--- config.mk ---
export PLATFORM = sky130hd
export DESIGN_NAME = mpbus_adapter
export DESIGN_NICKNAME = d
export VERILOG_FILES = /design/src/rtl/mpbus_pkg.sv /design/src/rtl/mpbus_sync.sv /design/src/rtl/mpbus_detect.sv /design/src/rtl/mpbus_ctrl.sv /design/src/rtl/mpbus_adapter.sv
export SDC_FILE = /design/constraint.sdc
export NUM_CORES = 1
export LEC_CHECK = 0
export BUFFER_PORTS_ARGS = -buffer_cell sky130_fd_sc_hd__buf_2
export CORE_MARGIN = 2
export CORE_UTILIZATION = 54
export DETAILED_ROUTE_END_ITERATION = 10
export MAX_ROUTING_LAYER = met4
export PLACE_DENSITY = 0.82
export SYNTH_ARGS = -nofsm -noshare
export SYNTH_HDL_FRONTEND = slang
export SYNTH_HIERARCHICAL = 1
export SYNTH_SLANG_ARGS = --single-unit
--- constraint.sdc ---
create_clock -name clk -period 4.6 [get_ports clk]
set_clock_uncertainty 0.2 [all_clocks]
set_input_delay 0.46 -clock clk [delete_from_list [all_inputs] [get_ports clk]]
set_output_delay 0.46 -clock clk [all_outputs]
set_load 0.01 [all_outputs]
--- src/rtl/mpbus_pkg.sv ---
package mpbus_pkg;
  typedef enum logic [1:0] {ST_IDLE, ST_BUSY, ST_HOLD} ctl_state_t;

  // Active-high "access strobe asserted" after decoding the bus style.
  function automatic logic strobe_active(logic mode, logic sel_n, logic strobe_n, logic ctl);
    if (sel_n) return 1'b0;
    if (mode) return !strobe_n;
    return !strobe_n || !ctl;
  endfunction

  // Mode 0: a low write strobe; mode 1: a low direction line. Both mean write.
  function automatic logic access_is_write(logic ctl);
    return !ctl;
  endfunction
endpackage

--- src/rtl/mpbus_sync.sv ---
module mpbus_sync #(
  parameter int W = 8,
  parameter int STAGES = 2,
  parameter logic [W-1:0] RST_VAL = '0
) (
  input  logic         clk,
  input  logic         rst_n,
  input  logic [W-1:0] d,
  output logic [W-1:0] q
);
  logic [W-1:0] stage [STAGES];

  genvar i;
  generate
    for (i = 0; i < STAGES; i++) begin : g_stage
      if (i == 0) begin : g_first
        always_ff @(posedge clk or negedge rst_n)
          if (!rst_n) stage[0] <= RST_VAL;
          else        stage[0] <= d;
      end else begin : g_next
        always_ff @(posedge clk or negedge rst_n)
          if (!rst_n) stage[i] <= RST_VAL;
          else        stage[i] <= stage[i-1];
      end
    end
  endgenerate

  assign q = stage[STAGES-1];
endmodule

--- src/rtl/mpbus_detect.sv ---
module mpbus_detect
  import mpbus_pkg::*;
(
  input  logic clk,
  input  logic rst_n,
  input  logic mode,
  input  logic sel_n,
  input  logic strobe_n,
  input  logic ctl,
  output logic act,
  output logic act_rise,
  output logic is_write
);
  logic act_q;

  assign act      = strobe_active(mode, sel_n, strobe_n, ctl);
  assign is_write = access_is_write(ctl);
  assign act_rise = act && !act_q;

  always_ff @(posedge clk or negedge rst_n)
    if (!rst_n) act_q <= 1'b0;
    else        act_q <= act;
endmodule

--- src/rtl/mpbus_ctrl.sv ---
module mpbus_ctrl
  import mpbus_pkg::*;
#(
  parameter int AW = 3,
  parameter int DW = 8
) (
  input  logic          clk,
  input  logic          rst_n,
  input  logic          mode,
  input  logic          act,
  input  logic          act_rise,
  input  logic          is_write,
  input  logic [AW-1:0] addr,
  input  logic [DW-1:0] din,
  input  logic          req_done,
  input  logic [DW-1:0] req_rdata,
  output logic          req_valid,
  output logic          req_write,
  output logic [AW-1:0] req_addr,
  output logic [DW-1:0] req_wdata,
  output logic [DW-1:0] dout,
  output logic          dout_oe,
  output logic          hs_pull,
  output logic          start_evt,
  output logic          done_evt
);
  ctl_state_t state, state_nx;

  assign start_evt = (state == ST_IDLE) && act_rise;
  assign done_evt  = (state == ST_BUSY) && req_done;

  always_comb begin
    state_nx = state;
    case (state)
      ST_IDLE: if (start_evt) state_nx = ST_BUSY;
      ST_BUSY: if (req_done)  state_nx = ST_HOLD;
      ST_HOLD: if (!act)      state_nx = ST_IDLE;
      default: state_nx = ST_IDLE;
    endcase
  end

  always_ff @(posedge clk or negedge rst_n)
    if (!rst_n) begin
      state     <= ST_IDLE;
      req_write <= 1'b0;
      req_addr  <= '0;
      req_wdata <= '0;
      dout      <= '0;
    end else begin
      state <= state_nx;
      if (start_evt) begin
        req_write <= is_write;
        req_addr  <= addr;
        req_wdata <= din;
      end
      if (done_evt && !req_write) dout <= req_rdata;
    end

  assign req_valid = (state == ST_BUSY);
  assign dout_oe   = (state == ST_HOLD) && act && !req_write;
  assign hs_pull   = mode ? ((state == ST_HOLD) && act) : (state == ST_BUSY);
endmodule

--- src/rtl/mpbus_adapter.sv ---
module mpbus_adapter #(
  parameter int AW = 3,
  parameter int DW = 8,
  parameter int SYNC_STAGES = 2
) (
  input  logic          clk,
  input  logic          rst_n,
  input  logic          mode_sel,
  input  logic          bus_sel_n,
  input  logic          bus_strobe_n,
  input  logic          bus_ctl,
  input  logic [AW-1:0] bus_addr,
  input  logic [DW-1:0] bus_din,
  output logic [DW-1:0] bus_dout,
  output logic          bus_dout_oe,
  output logic          hs_pull,
  output logic          req_valid,
  output logic          req_write,
  output logic [AW-1:0] req_addr,
  output logic [DW-1:0] req_wdata,
  input  logic          req_done,
  input  logic [DW-1:0] req_rdata
);
  localparam int SW = 3 + AW + DW;
  localparam logic [SW-1:0] SYNC_RST = {3'b111, {(AW+DW){1'b0}}};

  logic [SW-1:0] sync_q;
  logic          sync_sel_n, sync_strobe_n, sync_ctl;
  logic [AW-1:0] sync_addr;
  logic [DW-1:0] sync_din;
  logic          access_act, access_rise, access_wr;
  logic          start_evt, done_evt;

  mpbus_sync #(.W(SW), .STAGES(SYNC_STAGES), .RST_VAL(SYNC_RST)) u_sync (
    .clk (clk),
    .rst_n (rst_n),
    .d ({bus_sel_n, bus_strobe_n, bus_ctl, bus_addr, bus_din}),
    .q (sync_q)
  );

  assign {sync_sel_n, sync_strobe_n, sync_ctl, sync_addr, sync_din} = sync_q;

  mpbus_detect u_detect (
    .clk (clk),
    .rst_n (rst_n),
    .mode (mode_sel),
    .sel_n (sync_sel_n),
    .strobe_n (sync_strobe_n),
    .ctl (sync_ctl),
    .act (access_act),
    .act_rise (access_rise),
    .is_write (access_wr)
  );

  mpbus_ctrl #(.AW(AW), .DW(DW)) u_ctrl (
    .clk (clk),
    .rst_n (rst_n),
    .mode (mode_sel),
    .act (access_act),
    .act_rise (access_rise),
    .is_write (access_wr),
    .addr (sync_addr),
    .din (sync_din),
    .req_done (req_done),
    .req_rdata (req_rdata),
    .req_valid (req_valid),
    .req_write (req_write),
    .req_addr (req_addr),
    .req_wdata (req_wdata),
    .dout (bus_dout),
    .dout_oe (bus_dout_oe),
    .hs_pull (hs_pull),
    .start_evt (start_evt),
    .done_evt (done_evt)
  );
endmodule

==> results of run 1 <==
==> sequential cells by signal, summed over array words and instances (netlist names) <==
register and flops:
u_detect/act_q 1, u_ctrl/req_wdata 8, u_ctrl/dout 8, u_ctrl/state 2, u_ctrl/req_write 1, u_sync/stage 14
u_sync/q 14, u_ctrl/req_addr 3
==> layout make-up <==
| type | count | area share [%] |
|---|---|---|
| clock buffers | 7 | 2.10 |
| clock inverters | 1 | 1.40 |
| multi-input cells | 34 | 15.5 |
| flip-flops and latches | 51 | 60.0 |
| inverters | 2 | 0.351 |
| well taps | 44 | 2.57 |
| repair buffers | 63 | 18.1 |
==> worst max-delay path by stage <==
stage / startpoint / end / slack [ns] / cells past startpoint
after floorplan: mode_sel / u_ctrl/req_write / 2.75 / 5
after global placement: mode_sel / u_ctrl/req_wdata[5] / 2.42 / 5
after detailed placement: mode_sel / u_ctrl/req_wdata[7] / 2.33 / 5
after CTS: u_sync/q[11] / hs_pull / 2.40 / 5
after global routing: u_sync/q[11] / hs_pull / 2.31 / 5
final: u_sync/q[11] / hs_pull / 2.41 / 5
==> through the flow <==
stage	util, %	worst slack (ns)	cell area [µm²]	total power [mW]	cells
5_1_grt	70.1	2.31	2140	1.12	202
3_3_place_gp	63.1	2.42	1930	0.815	180
4_1_cts	68.8	2.40	2100	1.07	198
2_1_floorplan	-	2.75	1750	0.722	103
3_5_place_dp	63.1	2.33	1930	0.828	180
6_report	70.1	2.41	2140	1.06	202
==> critical path: stages, from the launching register on <==
cell      delay (ns)
dfstp_2         0.39
o21a_1          0.19
nor2_1          0.17
nand3b_1        0.15
mux2i_1         0.14
buf_2           0.14
==> power by group through the flow <==
| stage | logic, mW | clock network, mW | registers [mW] |
|---|---|---|---|
| 2_1_floorplan | 0.0964 | 0 | 0.626 |
| 3_3_place_gp | 0.225 | 0 | 0.590 |
| 3_5_place_dp | 0.233 | 0 | 0.596 |
| 4_1_cts | 0.239 | 0.243 | 0.588 |
| 5_1_grt | 0.260 | 0.262 | 0.598 |
| 6_report | 0.238 | 0.234 | 0.586 |
==> layer usage <==
metal,part of all wire (%),wire [µm],track usage (%)
met1,42,1020,17.5
met2,50,1230,25.5
met3,7.0,171,7.25
met4,1.2,29,6.83
met5,0,0,-
==> impl_metrics.csv, run 1 <==
group,metric,value,unit
clock_network,htree_levels,2,
job,maxCapViolCount,0,
power,p_leak,1.02,nW
cells_and_area,nFillCells,237,
drt,ant_nets,0,
cells_and_area,regArea,1280,µm²
sta,setup_viol,0,
die,start_util,57.2,%
clock_network,cts_tree,"done",
clock_network,cts_hold_buf,10,
sta,slew_headroom,31.2,%
synthesis,syn_avg_cell_area,17.0,µm²
drt,drc,0,
worst_setup_path,reg2reg_to,"u_ctrl/req_wdata[6]",
cells_and_area,multi_input_area,332,µm²
die,die_area,3710,µm²
sta,fin_hold_ws,0.0826,ns
sta,rsz0062_at_grt,"false",
global_routing,antenna_found_initial,0,
worst_setup_path,rr_worst_depth,4,
power,seq_power_share,55.4,%
clock_network,clockBufferDepth,2,
cells_and_area,insertedDiodeCount,0,
global_routing,grt.total_usage,16.1,%
sta,post-route-period-util,47.7,%
power,p_sw_share,25.8,%
global_routing,grt_max_degree,52,
clock_network,postCtsResizedCells,0,
worst_setup_path,worstReg2RegStart,"u_sync/q[11]",
synthesis,synth_nets,129,
worst_hold_path,hold_path_class,"in2async",
drt,wire_per_inst,12.1,µm
cells_and_area,nets,183,
die,coreArea,3050,µm²
cells_and_area,final_common_cell,"buf_2",
clock_network,post_cts_buffers,0,
cells_and_area,final_layout_size_suffix_gt1_share,52.5,%
worst_setup_path,worstSetupPathType,"reg2out",
worst_setup_path,crit_fanout,3,
drt,wirelength,2450,µm
synthesis,synth_area,1750,µm²
place,place.gp.congestion,0.712,
worst_setup_path,cp.arrival,1.53,ns
power,p_sw,273,µW
worst_setup_path,endpoint_kind,"primary output",
clock_network,cts_made_buffers,5,
worst_setup_path,required,3.94,ns
power,clockPowerShare,22.1,%
power,power_density,494,nW/µm²
worst_setup_path,worst_setup_path_start_kind,"flip-flop",
power,p_comb_share,22.4,%
die,die_height,60.9,µm
sta,timing.fmax,0.456,GHz
clock_network,clkLatencyLatePin,0.35,ns
die,num_rows,20,
status,status,"finished clean",
drt,drt_iter0_drc,19,
sta,worstMarginPinSlew,1.03,ns
drt,viasPerCell,4.54,
cells_and_area,layout_common_cells,"buf_2, dfrtp_1, mux2_2, dlygate4sd3_1, dfstp_2",
place,port_buffers,48,
sta,fin_tns_setup,0,ns
power,vdd_drop_max,316,µV
sta,hold_viol,0,
power,intPower,785,µW
clock_network,clkTransAtPathRegs,0.12,ns
clock_network,root_buffer,"clkbuf_4",
sta,period_needed,2.19,ns
die,die_x,60.9,µm
global_routing,first_global_vias,917,
clock_network,clock-sinks,51,
drt,vias,918,
global_routing,overflow,0,
die,ios,49,
place,hpwl,1700,µm
synthesis,synthCells,103,
drt,drtPass1Iterations,3,
sta,slew_violations,0,
cells_and_area,syn_to_final_growth,22.6,%
global_routing,grt_pass1_wl,3970,µm
synthesis,ys_warn_count,6,
worst_setup_path,r2r_slack,2.58,ns
Power figures use the tool's default switching activity.
==> run 2, diff against run 1 <==
--- a/config.mk
+++ b/config.mk
@@ -7,10 +7,10 @@
 export LEC_CHECK = 0
 export BUFFER_PORTS_ARGS = -buffer_cell sky130_fd_sc_hd__buf_2
 export CORE_MARGIN = 2
-export CORE_UTILIZATION = 54
+export CORE_UTILIZATION = 45
 export DETAILED_ROUTE_END_ITERATION = 10
 export MAX_ROUTING_LAYER = met4
-export PLACE_DENSITY = 0.82
+export PLACE_DENSITY = 0.73
 export SYNTH_ARGS = -nofsm -noshare
 export SYNTH_HDL_FRONTEND = slang
 export SYNTH_HIERARCHICAL = 1
==> constraint.sdc (replaced) <==
create_clock -name clk -period 1.75 [get_ports clk]
set_clock_uncertainty 0.2 [all_clocks]
set_input_delay 0.175 -clock clk [delete_from_list [all_inputs] [get_ports clk]]
set_output_delay 0.175 -clock clk [all_outputs]
set_load 0.01 [all_outputs]
==> impl_metrics.csv, run 2 (same netlist as run 1, synthesis figures left out) <==
group,metric,value,unit
cells_and_area,multi_input_area,385,µm²
worst_setup_path,cp.arrival,1.40,ns
drt,wirelength,3100,µm
cells_and_area,fin_area,2370,µm²
worst_setup_path,worstSetupPathType,"reg2out",
clock_network,htree_levels,2,
cells_and_area,nets,197,
worst_setup_path,critPathMaxStageDelay,0.37,ns
clock_network,cts_tree,"done",
cells_and_area,final_layout_size_suffix_gt1_share,52.3,%
clock_network,root_buffer,"clkbuf_8",
cells_and_area,nFillCells,280,
cells_and_area,layout_common_cells,"buf_2, dfrtp_1, dlygate4sd3_1, mux2_4, mux2_2",
sta,worstMarginPinSlew,0.394,ns
power,p_leak,1.14,nW
drt,drc,0,
place,dpl_cell_area,1970,µm²
power,vdd_drop_max,845,µV
die,coreArea,3690,µm²
sta,post-route-period-util,102,%
power,power_density,1250,nW/µm²
sta,setup_slack,-0.0293,ns
drt,wire_per_inst,14.1,µm
job,maxCapViolCount,0,
global_routing,grt.total_usage,17.0,%
global_routing,first_global_vias,1099,
worst_setup_path,required,1.37,ns
sta,hold_viol,0,
sta,slew_headroom,73.7,%
worst_hold_path,hold_path_class,"in2reg",
die,num_rows,22,
global_routing,overflow,0,
die,start_util,47.4,%
clock_network,clkTransAtPathRegs,0.08,ns
worst_setup_path,worst_path_max_delay_cell,"dfstp_2",
die,ios,49,
cells_and_area,insertedDiodeCount,0,
cells_and_area,regArea,1280,µm²
sta,rsz0062_at_grt,"true",
die,die_x,66.3,µm
clock_network,cts_made_buffers,5,
worst_setup_path,crit_fanout,3,
drt,ant_nets,0,
cells_and_area,final_common_cell,"buf_2",
place,hpwl,1870,µm
status,violations,"negative setup slack",
clock_network,clockBufferDepth,2,
worst_setup_path,worst_setup_path_start_kind,"flip-flop",
worst_setup_path,endpoint_kind,"primary output",
place,place.gp.congestion,0.672,
global_routing,grt_pass1_wl,5130,µm
clock_network,clkLatencyLatePin,0.29,ns
global_routing,antenna_found_initial,0,
drt,drt_iter0_drc,14,
cells_and_area,syn_to_final_growth,36.0,%
cells_and_area,final_util,64.4,%
status,status,"finished, violations left",
drt,viasPerCell,4.48,
place,port_buffers,48,
sta,setup_viol,13,
clock_network,clock-sinks,51,
sta,period_needed,1.78,ns
drt,drtPass1Iterations,4,
drt,vias,985,
die,die_height,66.3,µm
global_routing,grt_max_degree,36,
worst_setup_path,path_cells,"o21a_1 > nor2_2 > nand3b_1 > mux2i_1 > buf_2",
sta,slew_violations,0,
sta,timing.fmax,0.562,GHz
die,die_area,4400,µm²
-- run 2: changes by cell type in the layout (fill, tap and decap cells not counted), sizes merged --
cell / previous run / this run
bufinv: 1 / 0
buf: 49 / 53
dlygate4sd3: 14 / 24
clkinv: 0 / 1
-- run 2: repair_timing --
item / in CTS / in global routing
hold buffers: 24 / 0
pin swaps: 0 / 1
endpoints found under the hold margin: 75 / 0
setup endpoints to repair: 13 / 22
buffers inserted: 1 / 1
resized for setup: 9 / 4
-- run 2: worst max-delay path: cells and delay by family, from the launching register on --
family | cells | cell delay [ns]
buffers and inverters | 1 | 0.14
flip-flops | 1 | 0.37
AND/OR/NAND/NOR | 2 | 0.26
AO/OA/AOI/OAI | 1 | 0.19
multiplexers | 1 | 0.15
-- run 2: final timing paths --
kind	from	endpoint	slack [ns]	cells after the start
max in group asynchronous	rst_n	u_sync/q[10]	0.71	3
setup reg to reg	u_sync/q[11]	u_ctrl/req_wdata[7]	-0.03	5
hold reg to reg	u_sync/stage[17]	u_sync/q[3]	0.15	0
min in group asynchronous	rst_n	u_ctrl/dout[1]	0.15	2
setup / recovery	u_sync/q[11]	hs_pull	-0.03	5
hold / removal	mode_sel	u_detect/act_q	0.05	3
-- run 2: routing by layer --
layer	up-vias	routed length, µm	GRT usage [%]
met3	6	133	5.62
met4	0	46	7.91
li1	459	-	-
met2	27	1780	29.9
met5	-	0	-
met1	493	1140	16.8
-- run 2: cell type report --
type	instances	area share, %
multi-input combinational	34	16.2
inverter	2	0.316
tap	48	2.53
clock buffer	7	3.64
clock inverter	1	0.369
timing repair buffer	77	22.9
sequential	51	54.1
-- run 2: where the power goes --
| group | internal (mW) | switching (mW) |
|---|---|---|
| Clock | 0.324 | 0.351 |
| Sequential | 1.42 | 0.132 |
| Combinational | 0.434 | 0.303 |
-- run 2: metrics by stage --
step | hold WS, ns | setup slack, ns | total power, mW | setup TNS, ns | cells
6_report | 0.0507 | -0.0293 | 2.96 | -0.208 | 220
5_1_grt | 0.0466 | -0.0987 | 3.15 | -1.00 | 220
4_1_cts | 0.0405 | -0.0352 | 2.96 | -0.198 | 219
3_5_place_dp | -0.0818 | -0.0150 | 2.20 | -0.0320 | 186
3_3_place_gp | -0.0916 | 0.0444 | 2.16 | 0 | 186
2_1_floorplan | -0.321 | -0.0789 | 1.90 | -0.678 | 103
==> run 3, diff against run 2 <==
==> constraint.sdc (replaced) <==
create_clock -name clk -period 1.75 [get_ports clk]
set_clock_uncertainty 0.2 [all_clocks]
set_input_delay 0.2625 -clock clk [delete_from_list [all_inputs] [get_ports clk]]
set_output_delay 0.2625 -clock clk [all_outputs]
set_load 0.01 [all_outputs]
==> impl_metrics.csv, run 3 (same netlist as run 1, synthesis figures left out) <==
group,metric,value,unit
worst_setup_path,worstReg2RegStart,"u_sync/q[11]",
sta,period_needed,1.92,ns
drt,drtPass1Iterations,4,
die,die_x,66.3,µm
clock_network,clock-sinks,51,
clock_network,clockBufferDepth,2,
place,dpl_cell_area,1980,µm²
place,pre_cts_ws,-0.0514,ns
die,die_height,66.3,µm
die,num_rows,22,
sta,fin_tns_setup,-1.76,ns
die,die_area,4400,µm²
sta,post-route-period-util,110,%
drt,vias,1029,
worst_setup_path,r2r_slack,-0.13,ns
sta,setup_slack,-0.167,ns
cells_and_area,final_common_cell,"buf_2",
die,coreArea,3690,µm²
sta,setup_viol,14,
worst_setup_path,worst_setup_path_start_kind,"flip-flop",
drt,drt_iter0_drc,30,
cells_and_area,nets,202,
die,start_util,47.4,%
sta,timing.fmax,0.522,GHz
sta,slew_violations,0,
worst_setup_path,cp.arrival,1.45,ns
worst_hold_path,hold_start,"req_done",
worst_setup_path,crit_fanout,3,
power,vdd_drop_max,999,µV
sta,worstMarginPinSlew,0.383,ns
cells_and_area,layout_common_cells,"buf_2, dfrtp_1, dlygate4sd3_1, mux2_4, buf_4",
drt,wire_per_inst,14.0,µm
global_routing,antenna_found_initial,0,
clock_network,clkTransAtPathRegs,0.09,ns
cells_and_area,insertedDiodeCount,0,
global_routing,first_global_vias,1104,
die,ios,49,
worst_setup_path,rr_worst_depth,5,
sta,rsz0062_at_grt,"true",
job,maxCapViolCount,0,
place,place.gp.congestion,0.672,
drt,drc,0,
power,finalPower,3.16,mW
place,hpwl,1930,µm
cells_and_area,syn_to_final_growth,40.3,%
clock_network,cts_tree,"done",
status,status,"finished, violations left",
drt,ant_nets,0,
power,power_density,1290,nW/µm²
clock_network,cts_made_buffers,5,
global_routing,grt.total_usage,16.8,%
clock_network,htree_levels,2,
worst_setup_path,required,1.29,ns
sta,hold_viol,0,
status,violations,"negative setup slack",
worst_setup_path,worstSetupPathType,"reg2out",
drt,wirelength,3150,µm
clock_network,clkLatencyLatePin,0.30,ns
cells_and_area,fin_area,2450,µm²
worst_hold_path,hold_path_class,"in2reg",
worst_hold_path,hold_path_end,"u_ctrl/state[1]",
global_routing,grt_pass1_wl,5050,µm
worst_setup_path,endpoint_kind,"primary output",
global_routing,grt_max_degree,36,
power,p_leak,1.18,nW
place,port_buffers,48,
global_routing,overflow,0,
drt,viasPerCell,4.57,
worst_setup_path,reg2reg_to,"u_ctrl/req_write",
clock_network,root_buffer,"clkbuf_8",
worst_hold_path,whs_path_depth,3,
cells_and_area,final_layout_size_suffix_gt1_share,56.5,%
sta,fin_hold_ws,0.0577,ns
sta,slew_headroom,74.5,%
==> run 3: changes by cell type in the layout (fill, tap and decap cells not counted), sizes merged <==
| cell | change |
|---|---|
| buf | +6 |
| bufinv | +1 |
| clkbuf | -1 |
| clkinv | -1 |
| dlygate4sd3 | -1 |
| inv | +1 |
==> run 3: how the worst max path moves through the flow <==
| stage | from | end | cells past startpoint |
|---|---|---|---|
| floorplan | u_sync/q[11] | u_ctrl/req_write | 6 |
| finish | u_sync/q[11] | hs_pull | 5 |
| detailed placement | mode_sel | u_ctrl/req_wdata[1] | 6 |
| global route | u_sync/q[11] | hs_pull | 5 |
| global placement | mode_sel | u_ctrl/req_wdata[1] | 6 |
| CTS | u_sync/q[11] | hs_pull | 5 |
==> run 3: timing repair <==
action / in CTS / in global routing
pin swaps: 1 / 2
buffers inserted: 6 / 3
hold buffers: 22 / 1
setup endpoints to repair: 14 / 24
endpoints found under the hold margin: 37 / 1
gates resized for setup: 11 / 7
==> run 3: final cells by class <==
cell class	instances	area, µm²
Sequential cell	51	1290
Fill cell	266	1240
Timing Repair Buffer	82	578
Multi-Input combinational cell	34	398
Clock buffer	6	82.6
Tap cell	48	60.1
Clock inverter	2	38.8
Inverter	2	7.51
==> run 3: worst max-delay path, cell delays in order (launching register included) <==
cell      delay [ns]
dfstp_2         0.38
o21a_1          0.20
nor2_2          0.14
nand3b_1        0.13
mux2i_1         0.15
buf_2           0.14
==> run 3: where the power goes <==
group,switching [mW],internal [mW]
clock network,0.371,0.470
registers,0.144,1.42
logic,0.311,0.446
total,0.826,2.33
==> run 3: layer usage <==
layer | GRT usage (%) | share of wire (%) | wire length, µm
met3 | 5.62 | 4.6 | 146
met1 | 18.5 | 38 | 1210
met4 | 8.67 | 3.2 | 101
met5 | - | 0 | 0
met2 | 27.0 | 54 | 1690
==> run 3: stage by stage <==
step	cells	utilization, %
floorplan	103	-
finish	225	66.5
global route	225	66.5
global placement	187	53.7
detailed placement	187	53.7
CTS	223	65.3
